===== src/rtl/uart_rxbuf_pkg.sv =====
package uart_rxbuf_pkg;
  typedef struct packed {
    logic brk;
    logic ferr;
    logic perr;
  } rx_stat_t;
  localparam int STAT_W = $bits(rx_stat_t);
endpackage


===== src/rtl/rxbuf_store.sv =====
module rxbuf_store #(
  parameter int DEPTH = 8,
  parameter int W     = 11,
  localparam int AW   = (DEPTH > 1) ? $clog2(DEPTH) : 1,
  localparam int CW   = $clog2(DEPTH + 1)
) (
  input  logic          clk_i,
  input  logic          rst_ni,
  input  logic          clear_i,
  input  logic          push_i,
  input  logic [W-1:0]  push_word_i,
  input  logic          pop_i,
  output logic [W-1:0]  top_o,
  output logic [CW-1:0] count_o,
  output logic [W-1:0]  rd_word_o
);
  logic [W-1:0]  mem [DEPTH];
  logic [AW-1:0] wr_ptr, rd_ptr;

  function automatic logic [AW-1:0] nxt(input logic [AW-1:0] p);
    return (p == AW'(DEPTH - 1)) ? '0 : p + 1'b1;
  endfunction

  assign top_o = mem[rd_ptr];

  always_ff @(posedge clk_i) begin
    if (push_i) mem[wr_ptr] <= push_word_i;
  end

  always_ff @(posedge clk_i or negedge rst_ni) begin
    if (!rst_ni) begin
      wr_ptr    <= '0;
      rd_ptr    <= '0;
      count_o   <= '0;
      rd_word_o <= '0;
    end else if (clear_i) begin
      wr_ptr  <= '0;
      rd_ptr  <= '0;
      count_o <= '0;
    end else begin
      if (push_i) wr_ptr <= nxt(wr_ptr);
      if (pop_i) begin
        rd_ptr    <= nxt(rd_ptr);
        rd_word_o <= mem[rd_ptr];
      end
      case ({push_i, pop_i})
        2'b10:   count_o <= count_o + 1'b1;
        2'b01:   count_o <= count_o - 1'b1;
        default: count_o <= count_o;
      endcase
    end
  end
endmodule


===== src/rtl/rxbuf_status.sv =====
module rxbuf_status
  import uart_rxbuf_pkg::*;
(
  input  logic     clk_i,
  input  logic     rst_ni,
  input  logic     clear_i,
  input  logic     block_i,
  input  logic     top_vld_i,
  input  rx_stat_t top_stat_i,
  output rx_stat_t stat_o
);
  rx_stat_t acc_q, top_now;

  assign top_now = top_vld_i ? top_stat_i : '0;
  assign stat_o  = block_i ? (acc_q | top_now) : top_now;

  always_ff @(posedge clk_i or negedge rst_ni) begin
    if (!rst_ni)      acc_q <= '0;
    else if (clear_i) acc_q <= '0;
    else              acc_q <= acc_q | top_now;
  end
endmodule


===== src/rtl/rxbuf_rts.sv =====
module rxbuf_rts (
  input  logic clk_i,
  input  logic rst_ni,
  input  logic flow_i,
  input  logic start_i,
  input  logic full_i,
  output logic rts_no
);
  always_ff @(posedge clk_i or negedge rst_ni) begin
    if (!rst_ni)                 rts_no <= 1'b0;
    else if (!flow_i)            rts_no <= 1'b0;
    else if (full_i && start_i)  rts_no <= 1'b1;
    else if (!full_i)            rts_no <= 1'b0;
  end
endmodule


===== src/rtl/uart_rx_buffer.sv =====
module uart_rx_buffer
  import uart_rxbuf_pkg::*;
#(
  parameter int DATA_W = 8,
  parameter int DEPTH  = 8
) (
  input  logic              clk_i,
  input  logic              rst_ni,
  input  logic              char_valid_i,
  input  logic [DATA_W-1:0] char_data_i,
  input  logic              char_perr_i,
  input  logic              char_ferr_i,
  input  logic              char_brk_i,
  input  logic              start_bit_i,
  input  logic              data_rd_i,
  input  logic              err_reset_i,
  input  logic              rx_reset_i,
  input  logic              rx_enable_i,
  input  logic              rx_disable_i,
  input  logic              block_mode_i,
  input  logic              flow_ctl_i,
  output logic [DATA_W-1:0] rd_data_o,
  output logic              rx_ready_o,
  output logic              fifo_full_o,
  output logic              overrun_o,
  output logic              stat_perr_o,
  output logic              stat_ferr_o,
  output logic              stat_brk_o,
  output logic              rts_no
);
  localparam int W  = DATA_W + STAT_W;
  localparam int CW = $clog2(DEPTH + 1);

  logic [CW-1:0] cnt;
  logic [W-1:0]  new_word, hold_word, push_word, top_word, rd_word;
  logic          on_q, hold_vld;
  logic          pop, accept, space, hmove, push, ovr_set;
  rx_stat_t      stat;

  assign new_word    = {char_brk_i, char_ferr_i, char_perr_i, char_data_i};
  assign rx_ready_o  = (cnt != '0);
  assign fifo_full_o = (cnt == CW'(DEPTH));
  assign pop         = data_rd_i && rx_ready_o && !rx_reset_i;
  assign accept      = char_valid_i && on_q && !rx_disable_i && !rx_reset_i;
  assign space       = !fifo_full_o || pop;
  assign hmove       = hold_vld && pop;  // waiting char takes the freed slot
  assign push        = hmove || (accept && !hold_vld && space);
  assign push_word   = hmove ? hold_word : new_word;
  assign ovr_set     = accept && hold_vld && !pop;

  always_ff @(posedge clk_i or negedge rst_ni) begin
    if (!rst_ni)                          on_q <= 1'b0;
    else if (rx_reset_i || rx_disable_i)  on_q <= 1'b0;
    else if (rx_enable_i)                 on_q <= 1'b1;
  end

  always_ff @(posedge clk_i or negedge rst_ni) begin
    if (!rst_ni) begin
      hold_vld  <= 1'b0;
      hold_word <= '0;
    end else if (rx_reset_i || rx_disable_i) begin
      hold_vld  <= 1'b0;
    end else if (accept && (hold_vld || !space)) begin
      hold_vld  <= 1'b1;
      hold_word <= new_word;
    end else if (hmove) begin
      hold_vld  <= 1'b0;
    end
  end

  always_ff @(posedge clk_i or negedge rst_ni) begin
    if (!rst_ni)          overrun_o <= 1'b0;
    else if (ovr_set)     overrun_o <= 1'b1;
    else if (err_reset_i) overrun_o <= 1'b0;
  end

  rxbuf_store #(.DEPTH(DEPTH), .W(W)) u_store (
    .clk_i      (clk_i),
    .rst_ni     (rst_ni),
    .clear_i    (rx_reset_i),
    .push_i     (push),
    .push_word_i(push_word),
    .pop_i      (pop),
    .top_o      (top_word),
    .count_o    (cnt),
    .rd_word_o  (rd_word)
  );

  rxbuf_status u_status (
    .clk_i     (clk_i),
    .rst_ni    (rst_ni),
    .clear_i   (err_reset_i || rx_reset_i),
    .block_i   (block_mode_i),
    .top_vld_i (rx_ready_o),
    .top_stat_i(rx_stat_t'(top_word[W-1 -: STAT_W])),
    .stat_o    (stat)
  );

  rxbuf_rts u_rts (
    .clk_i  (clk_i),
    .rst_ni (rst_ni),
    .flow_i (flow_ctl_i),
    .start_i(start_bit_i),
    .full_i (fifo_full_o),
    .rts_no (rts_no)
  );

  assign rd_data_o   = rd_word[DATA_W-1:0];
  assign stat_perr_o = stat.perr;
  assign stat_ferr_o = stat.ferr;
  assign stat_brk_o  = stat.brk;
endmodule


===== config.mk =====
export PLATFORM = sky130hd
export DESIGN_NAME = uart_rx_buffer
export DESIGN_NICKNAME = d
export VERILOG_FILES = /design/src/rtl/uart_rxbuf_pkg.sv /design/src/rtl/rxbuf_store.sv /design/src/rtl/rxbuf_status.sv /design/src/rtl/rxbuf_rts.sv /design/src/rtl/uart_rx_buffer.sv
export SDC_FILE = /design/constraint.sdc
export NUM_CORES = 1
export LEC_CHECK = 0
export ABC_AREA = 1
export BUFFER_PORTS_ARGS = -buffer_cell sky130_fd_sc_hd__buf_4
export CAP_MARGIN = 10
export CORE_MARGIN = 4
export CORE_UTILIZATION = 57
export CTS_CLUSTER_DIAMETER = 150
export CTS_CLUSTER_SIZE = 10
export DETAILED_ROUTE_END_ITERATION = 12
export PLACE_DENSITY_LB_ADDON = 0.2
export RECOVER_POWER = 100
export SLEW_MARGIN = 20
export SYNTH_ARGS = -nofsm -noshare
export SYNTH_HDL_FRONTEND = slang
export SYNTH_SLANG_ARGS = --single-unit

===== constraint.sdc =====
create_clock -name clk_i -period 4.5 [get_ports clk_i]
set_clock_uncertainty 0.1 [all_clocks]
set_input_delay 0.225 -clock clk_i [delete_from_list [all_inputs] [get_ports clk_i]]
set_output_delay 0.225 -clock clk_i [all_outputs]
set_load 0.02 [all_outputs]

* Yosys cells after proc, flatten, opt, wreduce, memory -nomap -nowiden
Memory sizes are Yosys's and may differ from the RTL's.
Index checks and enable logic that the tools add are counted.
** Operators by class
- Add/subtract/negate cells :: 4
- Equality and inequality tests :: 6
- Mux-type cells :: 24
- Bitwise logic cells :: 3
- Reduce and logical (&&, ||, !) cells :: 32
** Operator list (number)
- 3-bit 2-to-1 mux :: 9
- 1-bit logical AND :: 12
- 1-bit 2-to-1 mux :: 12
- 11-bit 2-to-1 mux :: 1
- 4-bit case mux with 2 select lines :: 1
- 2-bit nonzero test :: 4
- 3-bit by 1-bit adder with 3-bit output, second input constant :: 2
- 3-bit == test, second input constant :: 2
- 1-bit zero test :: 6
- 3-bit nonzero test :: 2
- 1-bit logical OR :: 5
- 4-bit by 1-bit adder with 4-bit output, second input constant :: 1
- 4-bit == test, second input constant :: 1
- 4-bit 2-to-1 mux :: 1
- 2-bit AND reduction :: 2
- 4-bit nonzero test :: 1
- 4-bit by 1-bit subtractor with 4-bit output, second input constant :: 1
- 3-bit inequality test, second input constant :: 1
- 3-bit OR :: 1
- 2-bit by 1-bit == test with 1-bit output, second input constant :: 1
- 2-bit == test, second input constant :: 1
- 1-bit inverter :: 2
** Storage, ports and cells
- Register bits after elaboration :: 36
- RAM bits :: 88
- Bits of input ports :: 22
- Output and inout port bits :: 15
- Logic and storage cells :: 82
- Memories kept :: 1
** Memory list
- u_store.mem :: words 8, width 11, read ports 1, clocked after Yosys merged registers in 0, write ports 1, line rxbuf_store.sv:17 : logic [W-1:0] mem [DEPTH];

* Longest topological paths before layout
Gate-level depths: netlist of run 1.
- Depth in word-level cells :: 9
- Depth in mapped cells :: 14

* Cells and area by module
From an unflattened synthesis of run 1, not the netlist that was laid out.
** Second synthesis, totals
- Cells, all modules :: 542
- Area, all modules :: 5577.8 µm²
** By module, submodules not included
- rxbuf_store :: times used 1, cells an instance 407, area each 4579.4 µm², sequential area each 3168.0 µm²
- uart_rx_buffer :: times used 1, cells an instance 115, area each 830.8 µm², sequential area each 350.3 µm²
- rxbuf_status :: times used 1, cells an instance 16, area each 131.4 µm², sequential area each 75.1 µm²
- rxbuf_rts :: times used 1, cells an instance 4, area each 36.3 µm², sequential area each 25.0 µm²

* Worst setup path after synthesis of run 1
OpenSTA, ideal clock, no wires.
- Path type :: reg2reg
- Start point :: register u_store.count_o[0]
- End point :: memory u_store.mem[0][0], enable pin
- Library setup time :: 0.378 ns
- Data arrival time :: 1.799 ns
- Required time :: 4.022 ns
- Slack :: 2.223 ns
- Cell stages (with the launch flop) :: 11
- Buffers on the path :: 0
- Clock period less this slack :: 2.277 ns
- Cell sequence :: dfrtp_1 -> nor2_1 -> nand2_2 -> nand2_4 -> nor2_8 -> nand2_4 -> o21ai_2 -> nand2_1 -> inv_1 -> nand2_1 -> nor2_1
** On the way
- Cells in the longest elaborated chain, start to end :: 8
** Ends and longest elaborated chain
- start, declared :: line rxbuf_store.sv:14 : output logic [CW-1:0] count_o,
- start signal, assigned :: line rxbuf_store.sv:47 : 2'b10: count_o <= count_o + 1'b1;
- start signal, assigned :: line rxbuf_store.sv:48 : 2'b01: count_o <= count_o - 1'b1;
- start signal, assigned :: line rxbuf_store.sv:49 : default: count_o <= count_o;
- 4-bit nonzero test * :: line uart_rx_buffer.sv:41 : assign rx_ready_o = (cnt != '0);
- net rx_ready_o :: line uart_rx_buffer.sv:23 : output logic rx_ready_o,
- 1-bit logical AND * (2 in a row) :: line uart_rx_buffer.sv:43 : assign pop = data_rd_i && rx_ready_o && !rx_reset_i;
- 1-bit logical OR :: line uart_rx_buffer.sv:45 : assign space = !fifo_full_o || pop;
- 1-bit logical AND :: line uart_rx_buffer.sv:47 : assign push = hmove || (accept && !hold_vld && space);
- 1-bit logical OR * :: line uart_rx_buffer.sv:47
- 1-bit 2-to-1 mux * :: line rxbuf_store.sv:27 : if (push_i) mem[wr_ptr] <= push_word_i;
- 1-bit 2-to-1 mux (not written as such) * :: line rxbuf_store.sv:27
- end, declared :: line rxbuf_store.sv:17
Mark *: on every way through the listed nets, which the timed path passes. The rest lies on a longest branch.

* Worst setup path in the final report of run 1
- Start point :: register u_store.rd_ptr[0]
- End point :: output port stat_perr_o
** On the way
- Cells in the longest elaborated chain, start to end :: 4
** Ends and longest elaborated chain
- start, declared :: line rxbuf_store.sv:18 : logic [AW-1:0] wr_ptr, rd_ptr;
- start signal, assigned :: line rxbuf_store.sv:43 : rd_ptr <= nxt(rd_ptr);
- memory read 8 x 11 bit *
- 3-bit 2-to-1 mux * :: line rxbuf_status.sv:14 : assign top_now = top_vld_i ? top_stat_i : '0;
- 3-bit OR :: line rxbuf_status.sv:15 : assign stat_o = block_i ? (acc_q | top_now) : top_now;
- 3-bit 2-to-1 mux * :: line rxbuf_status.sv:15
- end, declared :: line uart_rx_buffer.sv:26 : output logic stat_perr_o,
Mark *: on every way between the ends. The rest lies on a longest branch, timed or not.

==> flow_metrics.env, run 1 <==
export IMPL_cts_num_sinks=124
export IMPL_synth_distinct_cells=34
export IMPL_wl_per_cell_microns=18.7
export IMPL_rows=34
export IMPL_power_frac_seq=0.420
export IMPL_dp_cells=579
export IMPL_ys_ff_latch=124
export IMPL_die_area_sq_mm=0.0108
export IMPL_p_leak_nw=2.48
export IMPL_cts_buffer_depth=2
export IMPL_critPathRequiredTime_ns=4.18
export IMPL_path_clk_slew_ns=0.06
export IMPL_crit_fanout=46
export IMPL_yosys_warnings=0
export IMPL_cp_start_kind="register"
export IMPL_setup_viol=0
export IMPL_grt_max_degree=47
export IMPL_first_iter_violations=485
export IMPL_post_drt_via_cell_ratio=5.74
export IMPL_cp_arrival_ns=3.25
export IMPL_hp_start="rx_disable_i"
export IMPL_r2r_slack_ns=1.13
export IMPL_fp_dieH_microns=104
export IMPL_status="complete, but fails checks"
export IMPL_cts_max_level=4
export IMPL_cts_resized=0
export IMPL_synth_most_common_cell="edfxtp_1"
export IMPL_max_cap_violations=2
export IMPL_fin_crit_sh=0.794
export IMPL_clk_latency_ns=0.53
export IMPL_ant_nets=0
export IMPL_yosys_area_top_type="edfxtp_1"
export IMPL_instances_no_fill=631
export IMPL_core_area_sq_mm=0.00881
export IMPL_start_util=0.593
export IMPL_tns_ns=0
export IMPL_first_pass_iters=7
export IMPL_rsz0062_at_grt="no"
export IMPL_drive_gt1_frac=0.120
export IMPL_syn_num_nets=478
export IMPL_fin_area_sq_mm=0.00623
export IMPL_drc_errors=0
export IMPL_combPwrFrac=0.149
export IMPL_cts_tree="done"
export IMPL_crit_type="register to output port"
export IMPL_crit_slowest_cell="inv_1"
export IMPL_power_mw=3.11
export IMPL_fin_crit_ns=3.57
export IMPL_p_clk_frac=0.431
export IMPL_syn_area_per_cell_sq_um=11.6
export IMPL_final_util=0.708
export IMPL_syn_inst=450
export IMPL_ir_drop_mv=0.329
export IMPL_power_density_mw_per_mm2=500
export IMPL_tightest_slew_ns=2.03
export IMPL_crit_path_max_incr_delay_ns=0.95
export IMPL_slew_viol_final=61
export IMPL_n_antenna_cell=0
export IMPL_grt_pass1_wl_microns=18800
export IMPL_syn_to_final_growth_pct=19.2
export IMPL_synth_top_area_share=0.506
export IMPL_hold_viol=0
export IMPL_min_delay_path_depth=3
export IMPL_timing_rr_start="u_store.count_o[0]"
export IMPL_relSlewSlack=-0.355
export IMPL_worstReg2RegEnd="u_store.mem[7][0]"
export IMPL_p_int_mw=2.22
export IMPL_async_flop_share=0.290
export IMPL_synthTopCellsByCount="edfxtp_1, o21ai_0, nand2_1"
export IMPL_r2r_cells=10
export IMPL_violations="capacitance limit, slew limit"
export IMPL_synthTopCellsByArea="edfxtp_1, dfrtp_1, o21ai_0"
export IMPL_synthesis_area_sq_mm=0.00523
export IMPL_hp_class="input pin to register"
export IMPL_place_congestion=0.884
export IMPL_critPathMostFrequentCell="o21ai_0"
export IMPL_final_nets=538
export IMPL_synth_edf_count=88
export IMPL_ios=37
export IMPL_cts_root_buffer="clkbuf_8"
export IMPL_grt_use_total=0.231
export IMPL_grt_overflow=0
export IMPL_cts_buffers=17
export IMPL_switching_share=0.288
export IMPL_max_freq_mhz=280
export IMPL_endpoint_kind="output port"
export IMPL_dp_hpwl_microns=7760
export IMPL_min_to="hold_vld"
export IMPL_port_buffers=36
export IMPL_vias=3625
export IMPL_grt_pass1_vias=3479
export IMPL_dpl_cell_area_sq_mm=0.00558
export IMPL_crit_path_cell_trace="buf_4 -> inv_1 -> o21ai_0 -> o22ai_1 -> o211ai_1 -> o21ai_0 -> clkbuf_1"
export IMPL_dieWidth_microns=104
export IMPL_wirelength_microns=11800
export IMPL_synth_flop_cell="edfxtp_1"
export IMPL_antenna_found_initial=0
export IMPL_seq_area_frac_synth=0.678
export IMPL_p_switching_mw=0.897
export IMPL_cts_setup_buffers=0
[cells in the final DEF, fill, tap and decap left out]
cell and n:
edfxtp_1 88, o21ai_0 73, nand2_1 66, nor2_1 59, dfrtp_1 36, inv_1 35, buf_4 22, dlygate4sd3_1 20
clkbuf_1 20, clkbuf_16 16, o221ai_1 13, o22ai_1 10, o211ai_1 9, nand3_1 9, ha_1 6, inv_6 5
a21oi_1 4, clkinv_4 4, nand4_1 3, o21ai_1 3, nand3_2 2, o21ai_2 2, nand2_2 2, nand3b_1 2
bufinv_16 2, clkinvlp_4 2, nor2_8 1, or2_2 1, nor4_1 1, xor2_1 1, o21a_1 1, a31o_2 1
o211a_1 1, clkbuf_8 1, clkinv_8 1, inv_8 1
[critical path: cells and delay by family (launching register included)]
| family | cells | cell delay [ns] |
|---|---|---|
| AO/OA/AOI/OAI | 4 | 0.85 |
| buffers and inverters | 3 | 1.48 |
| flip-flops | 1 | 0.36 |
[worst max-delay path by stage]
| stage | startpoint | to | cells past startpoint |
|---|---|---|---|
| after detailed placement | u_store.count_o[0] | u_store.mem[3][1] | 10 |
| after global placement | u_store.count_o[0] | u_store.mem[3][4] | 10 |
| final | u_store.rd_ptr[0] | stat_perr_o | 7 |
| after floorplan | u_store.count_o[0] | u_store.mem[0][0] | 10 |
| after global routing | u_store.rd_ptr[0] | stat_brk_o | 7 |
| after CTS | u_store.rd_ptr[1] | stat_perr_o | 6 |
[routing by layer]
| metal | part of all wire | track usage | vias to the layer above |
|---|---|---|---|
| met3 | 0.099 | 0.0734 | 12 |
| met2 | 0.46 | 0.349 | 177 |
| met4 | 0.014 | 0.0617 | 0 |
| met1 | 0.43 | 0.327 | 1718 |
| met5 | 0 | 0 | - |
| li1 | - | - | 1718 |
[kinds of logic (layout without fill, tap and decap cells)]
| kind of cell | count (synthesis) | count (layout) | synth area share |
|---|---|---|---|
| AO/OA/AOI/OAI | 117 | 117 | 0.139 |
| AND/OR/NAND/NOR | 146 | 146 | 0.123 |
| buffers and inverters | 56 | 129 | 0.0443 |
| adder cells (fa/ha/maj) | 6 | 6 | 0.0144 |
| flip-flops | 124 | 124 | 0.678 |
| XOR/XNOR | 1 | 1 | 0.00168 |
[power by group through the flow]
| stage | sequential [mW] | clock [mW] | combinational [mW] |
|---|---|---|---|
| after floorplan | 1.36 | 0 | 0.267 |
| after global placement | 1.33 | 0 | 0.490 |
| after detailed placement | 1.33 | 0 | 0.495 |
| after CTS | 1.31 | 1.36 | 0.511 |
| after global routing | 1.31 | 1.42 | 0.513 |
| final | 1.31 | 1.34 | 0.464 |
[flip-flops by register name, summed over array words and instances (netlist names), 3 cells and up]
signal and flops:
u_store.rd_ptr 3, hold_word 11, u_store.mem 88, u_store.count_o 4
u_status.acc_q 3, u_store.rd_word_o 8, u_store.wr_ptr 3
[what timing repair did]
action / CTS / global route
hold buffers: 20 / 0
hold endpoints to repair: 61 / 0
setup endpoints to repair: 0 / 0
[final cells by class]
type | instances | area (sq um)
Inverter | 35 | 131
Tap cell | 108 | 135
Fill cell | 617 | 2570
Timing Repair Buffer | 62 | 440
Clock inverter | 15 | 181
Clock buffer | 17 | 414
Multi-Input combinational cell | 270 | 1390
Sequential cell | 124 | 3540
[through the flow]
step / hold WS (ns) / setup WS (ns)
3_3_place_gp: 0.116 / 1.73
2_1_floorplan: -0.171 / 2.22
3_5_place_dp: 0.121 / 1.61
4_1_cts: 0.00162 / 1.38
5_1_grt: 0.0455 / 0.686
6_report: 0.0437 / 0.925
(Power assumes the default switching activity.)
==> run 2: changes to the inputs <==
Settings changed: CORE_UTILIZATION 57 to 54.
Clock period 4.5 ns to 3 ns, I/O delays scaled along.
==> flow_metrics.env, run 2 (synthesis gave the netlist of run 1 again) <==
export IMPL_status="complete, but fails checks"
export IMPL_violations="capacitance limit, slew limit"
export IMPL_highest_layer="met4"
export IMPL_tightest_slew_ns=2.00
export IMPL_cts_resized=0
export IMPL_n_antenna_cell=0
export IMPL_fin_crit_ns=2.67
export IMPL_pre_cts_slack_ns=0.600
export IMPL_critical_path_endpoint="stat_ferr_o"
export IMPL_ios=37
export IMPL_cts_root_buffer="clkbuf_8"
export IMPL_rsz0062_at_grt="no"
export IMPL_relSlewSlack=-0.335
export IMPL_first_pass_iters=6
export IMPL_timing_rr_start="u_store.count_o[0]"
export IMPL_cts_setup_buffers=0
export IMPL_path_clk_slew_ns=0.06
export IMPL_top_register="u_store.mem"
export IMPL_dieWidth_microns=106
export IMPL_worstSetupStartpoint="u_store.rd_ptr[1]"
export IMPL_wl_per_cell_microns=18.6
export IMPL_start_util=0.560
export IMPL_clk_latency_ns=0.52
export IMPL_cts_tree="done"
export IMPL_drc_errors=0
export IMPL_final_common_cell="edfxtp_1"
export IMPL_max_freq_mhz=374
export IMPL_fin_crit_sh=0.891
export IMPL_setup_viol=0
export IMPL_cts_buffers=17
export IMPL_hold_viol=0
export IMPL_dpl_cell_area_sq_mm=0.00573
export IMPL_top_regs="u_store.mem: 88 flops, hold_word: 11 flops, u_store.rd_word_o: 8 flops"
export IMPL_cts_max_level=4
export IMPL_crit_type="register to output port"
export IMPL_worstReg2RegEnd="u_store.mem[5][6]"
export IMPL_final_util=0.680
export IMPL_grt_overflow=0
export IMPL_fin_area_sq_mm=0.00635
export IMPL_cts_num_sinks=124
export IMPL_port_buffers=36
export IMPL_layout_common_cells="edfxtp_1, o21ai_0, nand2_1"
export IMPL_endpoint_kind="output port"
export IMPL_grt_use_total=0.237
export IMPL_power_density_mw_per_mm2=709
export IMPL_place_congestion=0.954
export IMPL_hp_class="input pin to register"
export IMPL_p_leak_nw=2.54
export IMPL_rows=35
export IMPL_dr_wl_met2_microns=5440
export IMPL_first_iter_violations=445
export IMPL_final_nets=557
export IMPL_post_drt_via_cell_ratio=5.66
export IMPL_syn_to_final_growth_pct=21.4
export IMPL_slew_viol_final=37
export IMPL_r2r_cells=11
export IMPL_vias=3798
export IMPL_core_area_sq_mm=0.00933
export IMPL_drive_gt1_frac=0.144
export IMPL_largest_reg_flops=88
export IMPL_worst_slack_ns=0.328
export IMPL_grt_pass1_wl_microns=20000
export IMPL_r2r_slack_ns=0.33
export IMPL_max_cap_violations=1
export IMPL_cp_arrival_ns=2.42
export IMPL_met1Wirelength_microns=5330
export IMPL_route_met3_wl_microns=1230
export IMPL_crit_fanout=23
export IMPL_grt_pass1_vias=3699
export IMPL_die_area_sq_mm=0.0113
export IMPL_wirelength_microns=12500
export IMPL_ir_drop_mv=0.352
export IMPL_dp_hpwl_microns=8460
export IMPL_antenna_found_initial=0
export IMPL_tns_ns=0
export IMPL_critPathRequiredTime_ns=2.75
export IMPL_ant_nets=0
export IMPL_cp_start_kind="register"
export IMPL_fp_dieH_microns=106
export IMPL_grt_max_degree=46
export IMPL_cts_buffer_depth=2
run 2: area by class of cell:
cell class	instances	area, sq um
sequential	124	3540
fill	702	2980
multi-input combinational	270	1410
timing repair buffer	81	559
clock buffer	18	418
tap	129	161
inverter	35	131
clock inverter	14	123
run 2: through the flow:
step	hold WS [ns]	instances	total power, mW
4_1_cts	0.0423	671	4.60
3_3_place_gp	0.0386	617	2.74
6_report	0.136	671	4.50
5_1_grt	0.188	671	4.71
3_5_place_dp	0.0405	617	2.76
2_1_floorplan	-0.246	450	2.45
run 2: per-layer routing:
metal  GRT usage  up-vias
met1       0.326     1767
met3      0.0656       43
met2       0.344      227
met5           0        -
li1            -     1761
met4       0.125        0
run 2: how the worst min path moves through the flow:
stage	start	endpoint	slack, ns	cells after the start
2_1_floorplan	rst_ni	hold_vld	-0.25	0
3_3_place_gp	rst_ni	u_store.count_o[2]	0.04	1
3_5_place_dp	rst_ni	u_store.count_o[0]	0.04	1
4_1_cts	rst_ni	u_store.count_o[3]	0.04	2
5_1_grt	char_valid_i	u_store.count_o[3]	0.19	5
6_report	char_valid_i	u_store.count_o[3]	0.14	5
run 2: worst max-delay path, stage by stage (launching register included):
cell and delay (ns):
dfrtp_1 0.39, inv_1 0.46, o21ai_0 0.22, o221ai_1 0.29
o211ai_1 0.19, o21ai_0 0.11, clkbuf_1 0.25
run 2: power by group:
| part | switching [mW] | leakage (nW) | internal [mW] |
|---|---|---|---|
| clock network | 0.735 | 0.255 | 1.10 |
| registers | 0.0540 | 1.22 | 1.91 |
| logic | 0.498 | 1.06 | 0.208 |
| total | 1.29 | 2.54 | 3.22 |
run 2: what timing repair did:
item                       in CTS  in global routing
hold buffers                   22                  0
hold endpoints to repair       72                  0
setup endpoints to repair       0                  0
==> run 3: changes to the inputs <==
Settings changed: ABC_AREA 1 to unset.
==> flow_metrics.env, run 3 <==
export IMPL_final_common_cell="edfxtp_1"
export IMPL_syn_to_final_growth_pct=23.4
export IMPL_yosys_area_top_type="edfxtp_1"
export IMPL_worstReg2RegEnd="u_store.mem[1][1]"
export IMPL_post_drt_via_cell_ratio=5.50
export IMPL_grt_use_total=0.204
export IMPL_drive_gt1_frac=0.271
export IMPL_grt_pass1_vias=2918
export IMPL_dieWidth_microns=105
export IMPL_violations="capacitance limit, slew limit"
export IMPL_tns_ns=0
export IMPL_drc_errors=0
export IMPL_syn_area_per_cell_sq_um=17.4
export IMPL_port_buffers=36
export IMPL_cts_resized=0
export IMPL_crit_path_max_incr_delay_ns=0.62
export IMPL_dpl_cell_area_sq_mm=0.00560
export IMPL_dp_hpwl_microns=6090
export IMPL_layout_common_cells="edfxtp_1, dfrtp_1, nor2_1"
export IMPL_synthesis_area_sq_mm=0.00512
export IMPL_max_cap_violations=1
export IMPL_first_pass_iters=4
export IMPL_relSlewSlack=-0.365
export IMPL_synthTopCellsByArea="edfxtp_1, dfrtp_1, mux4_2"
export IMPL_critPathRequiredTime_ns=3.12
export IMPL_r2r_cells=4
export IMPL_r2r_slack_ns=0.21
export IMPL_grt_busiest_layer="met2"
export IMPL_slew_viol_final=37
export IMPL_rows=35
export IMPL_crit_fanout=19
export IMPL_cts_hold_buf=23
export IMPL_min_delay_path_depth=3
export IMPL_grtUsageMet1=0.276
export IMPL_fin_crit_sh=0.931
export IMPL_timing_rr_start="u_store.count_o[1]"
export IMPL_instances_no_fill=517
export IMPL_n_antenna_cell=0
export IMPL_async_flop_share=0.290
export IMPL_rsz0062_at_grt="no"
export IMPL_ios=37
export IMPL_synth_flop_cell="edfxtp_1"
export IMPL_synthTopCellsByCount="edfxtp_1, dfrtp_1, nor2_1"
export IMPL_synth_edf_count=88
export IMPL_whs_ns=0.285
export IMPL_cp_arrival_ns=2.91
export IMPL_clk_latency_ns=0.51
export IMPL_met2_usage=0.323
export IMPL_top_register="u_store.mem"
export IMPL_top_regs="u_store.mem: 88 flops, hold_word: 11 flops, u_store.rd_word_o: 8 flops"
export IMPL_syn_num_nets=323
export IMPL_cp_start_kind="register"
export IMPL_hold_viol=0
export IMPL_cts_max_level=4
export IMPL_syn_inst=295
export IMPL_grt_overflow=0
export IMPL_cts_num_sinks=124
export IMPL_min_to="u_status.acc_q[1]"
export IMPL_grt_max_degree=37
export IMPL_yosys_warnings=0
export IMPL_hp_class="input pin to register"
export IMPL_wl_per_cell_microns=20.1
export IMPL_hp_start="err_reset_i"
export IMPL_met3_usage=0.0508
export IMPL_vias=2842
export IMPL_cts_buffers=17
export IMPL_cts_root_buffer="clkbuf_8"
export IMPL_antenna_found_initial=0
export IMPL_start_util=0.555
export IMPL_cts_setup_buffers=0
export IMPL_fin_area_sq_mm=0.00632
export IMPL_dp_cells=462
export IMPL_crit_slowest_cell="nand2_1"
export IMPL_wirelength_microns=10400
export IMPL_path_clk_slew_ns=0.06
export IMPL_synth_distinct_cells=43
export IMPL_grt_pass1_wl_microns=16500
export IMPL_largest_reg_flops=88
export IMPL_fin_crit_ns=2.79
export IMPL_crit_type="register to register"
export IMPL_endpoint_kind="register"
export IMPL_synth_most_common_cell="edfxtp_1"
export IMPL_ys_ff_latch=124
export IMPL_ant_nets=0
export IMPL_final_util=0.684
export IMPL_cts_tree="done"
export IMPL_pre_cts_slack_ns=0.219
export IMPL_crit_path_cell_trace="nor4_4 -> nor2_2 -> nand2_1 -> mux2_1"
export IMPL_seq_area_frac_synth=0.691
export IMPL_tightest_slew_ns=2.05
export IMPL_die_area_sq_mm=0.0111
export IMPL_status="complete, but fails checks"
export IMPL_core_area_sq_mm=0.00924
export IMPL_synth_top_area_share=0.516
export IMPL_cts_buffer_depth=2
export IMPL_ir_drop_mv=0.540
export IMPL_first_iter_violations=148
export IMPL_worst_slack_ns=0.207
export IMPL_power_mw=4.16
export IMPL_power_density_mw_per_mm2=657
export IMPL_final_nets=403
export IMPL_fp_dieH_microns=105
export IMPL_setup_viol=0
export IMPL_place_congestion=0.733
export IMPL_max_freq_mhz=358
export IMPL_p_leak_nw=2.37
[run 3: cell types whose count changed after synthesis, moves of 13 or more]
cell | before | now
nand2_1 | 62 | 6
mux4_2 | 0 | 22
inv_1 | 33 | 3
mux2i_1 | 0 | 14
mux2_2 | 0 | 18
nor2_1 | 58 | 27
o221ai_1 | 13 | 0
o21ai_0 | 65 | 2
[run 3: critical path: cells and delay by family, from the launching register on]
family,cells,cell delay [ns]
muxes,1,0.60
and+or+nand+nor,3,1.29
DFF,1,0.50
[run 3: worst max-delay path by stage]
stage | from | endpoint | slack, ns | cells past startpoint
finish | u_store.count_o[1] | u_store.mem[1][1] | 0.21 | 4
global route | u_store.count_o[1] | u_store.mem[5][10] | 0.03 | 4
CTS | u_store.count_o[1] | u_store.mem[4][4] | 0.20 | 4
detailed placement | u_store.count_o[1] | u_store.mem[4][8] | 0.22 | 4
global placement | u_store.count_o[1] | u_store.mem[5][0] | 0.32 | 4
floorplan | u_store.count_o[0] | u_store.mem[1][0] | 0.32 | 5
[run 3: logic make-up after synthesis]
logic type      Yosys count  synth area share
flops                   124             0.691
mux                      58             0.172
buf+inv                  16            0.0151
simple gates             58            0.0625
compound gates           30            0.0388
fa+ha+maj                 6            0.0146
xor+xnor                  3           0.00513
[run 3: metal layers]
layer | wire length (microns) | vias to the layer above
li1 | - | 1311
met1 | 4410 | 1440
met2 | 5230 | 82
met3 | 605 | 9
met4 | 133 | 0
met5 | 0 | -
[run 3: cell type report]
cell class | instances | area, sq um
Tap cell | 129 | 161
Sequential cell | 124 | 3540
Clock inverter | 15 | 195
Inverter | 4 | 15.0
Multi-Input combinational cell | 155 | 1480
Clock buffer | 17 | 414
Fill cell | 616 | 2920
Timing Repair Buffer | 73 | 515
[run 3: where the power goes]
part | internal, mW | total (mW) | switching [mW]
Combinational | 0.0781 | 0.195 | 0.117
Clock | 1.35 | 2.07 | 0.728
Sequential | 1.87 | 1.89 | 0.0166
Total | 3.29 | 4.16 | 0.861
